File: config.mk
export PLATFORM = sky130hd
export DESIGN_NAME = bitfield_insert_inv
export DESIGN_NICKNAME = d
export VERILOG_FILES = /design/src/rtl/bitfield_insert_inv.sv
export SDC_FILE = /design/constraint.sdc
export NUM_CORES = 1
export LEC_CHECK = 0
export BUFFER_PORTS_ARGS = -buffer_cell sky130_fd_sc_hd__clkbuf_2
export CORE_UTILIZATION = 48
export CTS_CLUSTER_SIZE = 12
export DETAILED_ROUTE_END_ITERATION = 10
export PLACE_DENSITY = 0.78
export SKIP_LAST_GASP = 1
export SYNTH_ARGS = -nofsm -noshare
export SYNTH_HDL_FRONTEND = slang
export SYNTH_SLANG_ARGS = --single-unit
File: constraint.sdc
create_clock -name clk -period 2 [get_ports clk]
set_input_delay 0.1 -clock clk [delete_from_list [all_inputs] [get_ports clk]]
set_output_delay 0.1 -clock clk [all_outputs]
set_load 0.1 [all_outputs]
File: src/rtl/bitfield_insert_inv.sv
module bitfield_insert_inv #(
  parameter int W = 16
) (
  input  logic         clk,
  input  logic         rst,
  input  logic         in_valid,
  input  logic [W-1:0] src_word,
  input  logic [W-1:0] ctl_word,
  input  logic [W-1:0] dst_word,
  input  logic         c_in,
  output logic [W-1:0] result,
  output logic         flag_n,
  output logic         flag_z,
  output logic         flag_v,
  output logic         flag_c,
  output logic         res_valid
);
  localparam int FW = $clog2(W);

  logic [FW-1:0] len_m1, pos;
  logic [W-1:0]  field_mask, ins_mask, ins_bits, merged;

  assign len_m1 = ctl_word[2*FW-1:FW];
  assign pos    = ctl_word[FW-1:0];

  always_comb begin
    for (int i = 0; i < W; i++)
      field_mask[i] = (i <= int'(len_m1));
  end

  assign ins_mask = field_mask << pos;
  assign ins_bits = (~src_word & field_mask) << pos;
  assign merged   = (dst_word & ~ins_mask) | ins_bits;

  always_ff @(posedge clk) begin
    if (rst) begin
      result    <= '0;
      flag_n    <= 1'b0;
      flag_z    <= 1'b0;
      flag_v    <= 1'b0;
      flag_c    <= 1'b0;
      res_valid <= 1'b0;
    end else begin
      res_valid <= in_valid;
      if (in_valid) begin
        result <= merged;
        flag_n <= merged[W-1];
        flag_z <= (merged == '0);
        flag_v <= 1'b0;
        flag_c <= c_in;
      end
    end
  end


  n_tracks_msb_chk: assert property (@(posedge clk) disable iff (rst)
    res_valid |-> (flag_n == result[W-1]));

  z_tracks_zero_chk: assert property (@(posedge clk) disable iff (rst)
    res_valid |-> (flag_z == (result == '0)));

  v_clear_chk: assert property (@(posedge clk) disable iff (rst)
    !flag_v);

  c_pass_chk: assert property (@(posedge clk) disable iff (rst)
    in_valid |=> (flag_c == $past(c_in)));

  valid_follow_chk: assert property (@(posedge clk) disable iff (rst)
    in_valid |=> res_valid);

  hold_idle_chk: assert property (@(posedge clk) disable iff (rst)
    !in_valid |=> ($stable(result) && !res_valid));

  outside_kept_chk: assert property (@(posedge clk) disable iff (rst)
    in_valid |=> ((result & ~$past(ins_mask)) == ($past(dst_word) & ~$past(ins_mask))));

  reset_clear_chk: assert property (@(posedge clk)
    rst |=> (result == '0 && !res_valid && !flag_n && !flag_z && !flag_c));
endmodule

==> results.sh, run 1 <==
export IMPL_status="completed"
export IMPL_dieHeight_um=72.5
export IMPL_drt_initial_drc_count=273
export IMPL_async_reset_ff_frac=0
export IMPL_cts_buffers=3
export IMPL_path_max_fanout=14
export IMPL_core_region_area_sq_um=4750
export IMPL_cts_root_buffer="clkbuf_8"
export IMPL_fillers=419
export IMPL_clock_fmax_ghz=0.517
export IMPL_pre_cts_slack_ns=-0.443
export IMPL_finalSetupTns_ns=0
export IMPL_wl_met3_um=636
export IMPL_worst_pin_slew_ns=0.550
export IMPL_portBuffers=63
export IMPL_grt_antenna_before_repair=0
export IMPL_yosysMostFrequentCell="nor2_1"
export IMPL_rows=25
export IMPL_power_leakage_nw=1.50
export IMPL_syn_to_final_growth_pct=41.3
export IMPL_grt_pass1_vias=2936
export IMPL_crit_path_frequent_cell="buf_4"
export IMPL_synth_seq_cells=19
export IMPL_grt_start_max_net_pins=30
export IMPL_clk_latency_ns=0.26
export IMPL_gr_total_overflow=0
export IMPL_wl_mm=8.62
export IMPL_drive_gt1_frac=0.407
export IMPL_drv_cap=0
export IMPL_cp_end_kind="register"
export IMPL_synth_common_cells="nor2_1 (43), o21ai_0 (31), nand2_1 (21)"
export IMPL_ctsHtreeMaxLevel=1
export IMPL_syn_area_sq_um=2390
export IMPL_path_cells="buf_2, buf_4, or4_1, buf_4, nor2_1, o41ai_1, nand4bb_1, nor4_2, nand4b_1, nor3b_2, a21o_1"
export IMPL_avgSynthCellArea_sq_um=7.11
export IMPL_synth_area_leaders="dfxtp_1 (16%), nor2_1 (6.8%), o21ai_0 (6.5%), mux2i_1 (3.4%), nand2_1 (3.3%)"
export IMPL_die_x_um=72.5
export IMPL_gp_congestion=0.936
export IMPL_setup_slack_ns=0.0643
export IMPL_ys_types=76
export IMPL_synth_edf_count=0
export IMPL_synthCells=336
export IMPL_cts_tree="yes"
export IMPL_synth_top_cell_area_share=0.159
export IMPL_min_period_over_period=0.968
export IMPL_gr_usage_all_layers=0.325
export IMPL_rsz0062_at_grt="no"
export IMPL_dp_hpwl_mm=6.71
export IMPL_wl_met1_mm=3.86
export IMPL_postRouteAntennaNets=0
export IMPL_max_stage_delay_ns=0.43
export IMPL_seqCellArea_sq_um=380
export IMPL_cts_path_max_buffers=2
export IMPL_synth_top_area_cell="dfxtp_1"
export IMPL_clk_pin_slew_ns=0.08
export IMPL_crit_arrival_ns=2.15
export IMPL_start_kind="input port"
export IMPL_power_density_nw_per_um2=487
export IMPL_hold_viol_final=0
export IMPL_clkSinkCount=19
export IMPL_vias=3197
export IMPL_ioPinCount=73
export IMPL_antenna_cells=0
export IMPL_yosysSeqAreaShare=0.159
export IMPL_final_min_clock_period_ns=1.94
export IMPL_met2_length_mm=3.95
export IMPL_yosysWarnings=0
export IMPL_final_nets=508
export IMPL_dieArea_sq_um=5260
export IMPL_slew_headroom=0.635
export IMPL_vias_per_cell=6.12
export IMPL_cpMaxStageDelayCell="o41ai_1"
export IMPL_design_area_sq_um=3370
export IMPL_grt_pass1_wl_mm=13.6
export IMPL_ir_worst_vdd_mv=0.413
export IMPL_start_util=0.502
export IMPL_multi_input_area_sq_um=1840
export IMPL_drtPass1Iterations=5
export IMPL_skew_ns=0
export IMPL_top_layer="met4"
export IMPL_crit_required_ns=2.21
export IMPL_synthesis_nets=388
export IMPL_hp_class="in -> reg"
export IMPL_drcViolationCount=0
export IMPL_path_class="in -> reg"
export IMPL_wl_per_cell_um=16.5
export IMPL_synth_main_ff_cell="dfxtp_1"
export IMPL_setup_viol=0
export IMPL_slew_violations=0
export IMPL_place_area_sq_um=3230
critical path: cells and delay by family:
family                 cells  cell delay [ns]
AOI/OAI and AO/OA          2             0.55
buffers and inverters      3             0.57
and+or+nand+nor            6             0.93
flip-flops by register name (all words and copies together) (netlist names):
signal / cells
res_valid: 1
flag_z: 1
flag_c: 1
result: 16
cells in the final DEF, fill, tap and decap left out, drive strengths merged, types with 8 or more instances in the layout:
cell,instances
buf,90
a21oi,13
nand2,21
nor2,43
clkbuf,64
o211ai,8
o21ai,33
nand3,8
mux2i,8
dfxtp,19
o21a,8
nor3,16
stage by stage:
step	hold WS [ns]	std cells	total power [W]	util
3_3_place_gp	0.344	516	0.00132	0.679
5_1_grt	0.115	522	0.00172	0.709
3_5_place_dp	0.355	516	0.00133	0.679
4_1_cts	0.0911	520	0.00160	0.690
2_1_floorplan	0.248	336	0.00102	-
6_report	0.0863	522	0.00164	0.709
power breakdown:
group	total, W	switching, W	leakage [nW]	internal, W
clock network	0.000272	0.000134	0.0255	0.000139
logic	0.000948	0.000600	1.32	0.000348
registers	0.000420	0.0000141	0.157	0.000406
total	0.00164	0.000748	1.50	0.000893
per-layer routing:
| layer | global-route usage | vias up |
|---|---|---|
| met2 | 0.509 | 155 |
| li1 | - | 1528 |
| met4 | 0.0893 | 0 |
| met1 | 0.452 | 1495 |
| met3 | 0.0653 | 19 |
| met5 | 0 | - |
cell type report:
type | instances | share of cell area
multi-input cells | 274 | 0.546
repair buffers | 151 | 0.295
flip-flops and latches | 19 | 0.113
well taps | 67 | 0.0249
clock buffers | 3 | 0.0122
inverters | 7 | 0.00779
clock inverters | 1 | 0.00148
what timing repair did:
item	CTS	global route
pin swaps	0	6
hold endpoints to repair	0	0
setup endpoints to repair	1	2
hold buffers	0	0
setup buffers	0	2
resized for setup	2	19
worst paths after layout:
kind                            slack, ns        end  depth (start not counted)   startpoint
worst max-delay path                 0.06     flag_z                         11  ctl_word[5]
worst min-delay path                 0.09     flag_c                          3         c_in
worst max register to register       1.28     flag_z                          2       flag_z
worst min register to register       0.49  result[2]                          2    result[2]
logic make-up after synthesis:
logic type               count (synthesis)  synth area share
AO/OA/AOI/OAI                          128             0.388
buffers and inverters                   43             0.102
AND/OR/NAND/NOR                        133             0.297
adder cells (fa/ha/maj)                  1           0.00419
other                                    1           0.00157
flip-flops                              19             0.159
multiplexers                            11            0.0477
(Power assumes the default switching activity.)
==> run 2: changes to the inputs <==
--- a/config.mk
+++ b/config.mk
@@ -9,7 +9,8 @@
 export CORE_UTILIZATION = 48
 export CTS_CLUSTER_SIZE = 12
 export DETAILED_ROUTE_END_ITERATION = 10
-export PLACE_DENSITY = 0.78
+export MAX_ROUTING_LAYER = met4
+export PLACE_DENSITY_LB_ADDON = 0.3
 export SKIP_LAST_GASP = 1
 export SYNTH_ARGS = -nofsm -noshare
 export SYNTH_HDL_FRONTEND = slang
==> run 2 against run 1 <==
Effect of this change:
- die area unchanged
- clock power is 3% lower
- fmax fell by 0.86%
- global-route usage grew 1.3 points
- register-to-register slack is essentially flat
==> results.sh, run 2 (synthesis results as in run 1) <==
export IMPL_status="completed"
export IMPL_vias_per_cell=6.19
export IMPL_vias=3226
export IMPL_gr_total_overflow=0
export IMPL_hold_viol_final=0
export IMPL_p_seq_frac=0.256
export IMPL_syn_to_final_growth_pct=42.3
export IMPL_postRouteAntennaNets=0
export IMPL_min_period_over_period=0.976
export IMPL_crit_arrival_ns=2.11
export IMPL_path_max_fanout=8
export IMPL_drt_initial_drc_count=369
export IMPL_whs_ns=0.0989
export IMPL_cts_hold_fix_buffers=0
export IMPL_drv_cap=0
export IMPL_clk_pin_slew_ns=0.07
export IMPL_dieHeight_um=72.5
export IMPL_ioPinCount=73
export IMPL_gp_congestion=1.04
export IMPL_fin_util=0.714
export IMPL_hp_start="c_in"
export IMPL_final_common_cell="buf_4"
export IMPL_die_x_um=72.5
export IMPL_grt_pass1_vias=2848
export IMPL_cts_path_max_buffers=2
export IMPL_antenna_cells=0
export IMPL_slew_violations=0
export IMPL_clkSinkCount=19
export IMPL_wl_per_cell_um=16.9
export IMPL_worst_pin_slew_ns=0.544
export IMPL_intPower_w=0.000900
export IMPL_clk_latency_ns=0.25
export IMPL_regMostFlops="result"
export IMPL_cp_end_kind="register"
export IMPL_drcViolationCount=0
export IMPL_p_switching_w=0.000744
export IMPL_wl_mm=8.82
export IMPL_start_kind="input port"
export IMPL_power_density_nw_per_um2=484
export IMPL_largest_register_ffs=16
export IMPL_drtPass1Iterations=5
export IMPL_slew_headroom=0.639
export IMPL_final_nets=507
export IMPL_rows=25
export IMPL_grt_start_max_net_pins=23
export IMPL_portBuffers=63
export IMPL_path_class="in -> reg"
export IMPL_start_util=0.502
export IMPL_power_leakage_nw=1.50
export IMPL_final_min_clock_period_ns=1.95
export IMPL_cts_buffers=3
export IMPL_cts_root_buffer="clkbuf_8"
export IMPL_mostFrequentLayoutCells="buf_4 (81), clkbuf_2 (59), nor2_1 (42)"
export IMPL_startpoint="ctl_word[0]"
export IMPL_dieArea_sq_um=5260
export IMPL_grt_pass1_wl_mm=13.7
export IMPL_gr_usage_all_layers=0.338
export IMPL_r2r_start="flag_z"
export IMPL_drive_gt1_frac=0.401
export IMPL_grt_antenna_before_repair=0
export IMPL_setup_viol=0
export IMPL_dp_hpwl_mm=6.76
export IMPL_skew_ns=0
export IMPL_hp_class="in -> reg"
export IMPL_finalSetupTns_ns=0
export IMPL_switching_share=0.453
export IMPL_crit_required_ns=2.16
export IMPL_pwr_share_clk=0.161
export IMPL_cts_tree="yes"
export IMPL_ir_worst_vdd_mv=0.356
export IMPL_ctsHtreeMaxLevel=1
export IMPL_clock_fmax_ghz=0.512
export IMPL_comb_power_share=0.583
export IMPL_core_region_area_sq_um=4750
-- run 2: what timing repair did --
item,CTS,global route
gates resized for setup,1,30
pin swaps,0,8
setup endpoints to repair,1,3
buffers inserted,0,3
-- run 2: power groups by stage --
stage | clock [W] | combinational (W) | sequential [W]
3_5_place_dp | 0 | 0.000903 | 0.000429
4_1_cts | 0.000263 | 0.000908 | 0.000421
2_1_floorplan | 0 | 0.000392 | 0.000630
5_1_grt | 0.000286 | 0.00101 | 0.000423
6_report | 0.000264 | 0.000958 | 0.000421
3_3_place_gp | 0 | 0.000893 | 0.000428
-- run 2: final timing paths --
path | cells past startpoint | endpoint | slack, ns
max | 10 | flag_z | 0.05
max reg2reg | 2 | flag_z | 1.27
min | 3 | flag_c | 0.1
min reg2reg | 2 | result[2] | 0.49
-- run 2: worst max-delay path: stages --
cell	delay, ns
buf_2	0.21
clkinvlp_4	0.25
nor4_2	0.38
nor2_2	0.10
o311ai_1	0.31
a221oi_1	0.09
buf_4	0.18
and3_1	0.16
nor4bb_2	0.16
a21o_1	0.18
-- run 2: area by class of cell --
cell class,count,area [sq um]
timing repair buffer,150,1030
clock buffer,3,41.3
tap,67,83.8
clock inverter,1,5.00
sequential,19,380
multi-input combinational,274,1830
fill,419,1360
inverter,7,30.0
-- run 2: routing by layer --
metal / vias up / GRT usage / routed length [um]
met1: 1477 / 0.468 / 3770
met5: - / - / 0
li1: 1535 / - / -
met3: 11 / 0.0431 / 845
met2: 203 / 0.524 / 4100
met4: 0 / 0.0763 / 111
-- run 2: metrics by stage --
stage / setup slack (ns) / std cells / area, sq um / total power, W
after global routing: -0.0139 / 521 / 3400 / 0.00172
after floorplan: 0.140 / 336 / 2390 / 0.00102
after global placement: -0.236 / 514 / 3230 / 0.00132
after CTS: 0.00963 / 518 / 3270 / 0.00159
after detailed placement: -0.306 / 514 / 3230 / 0.00133
final: 0.0474 / 521 / 3400 / 0.00164
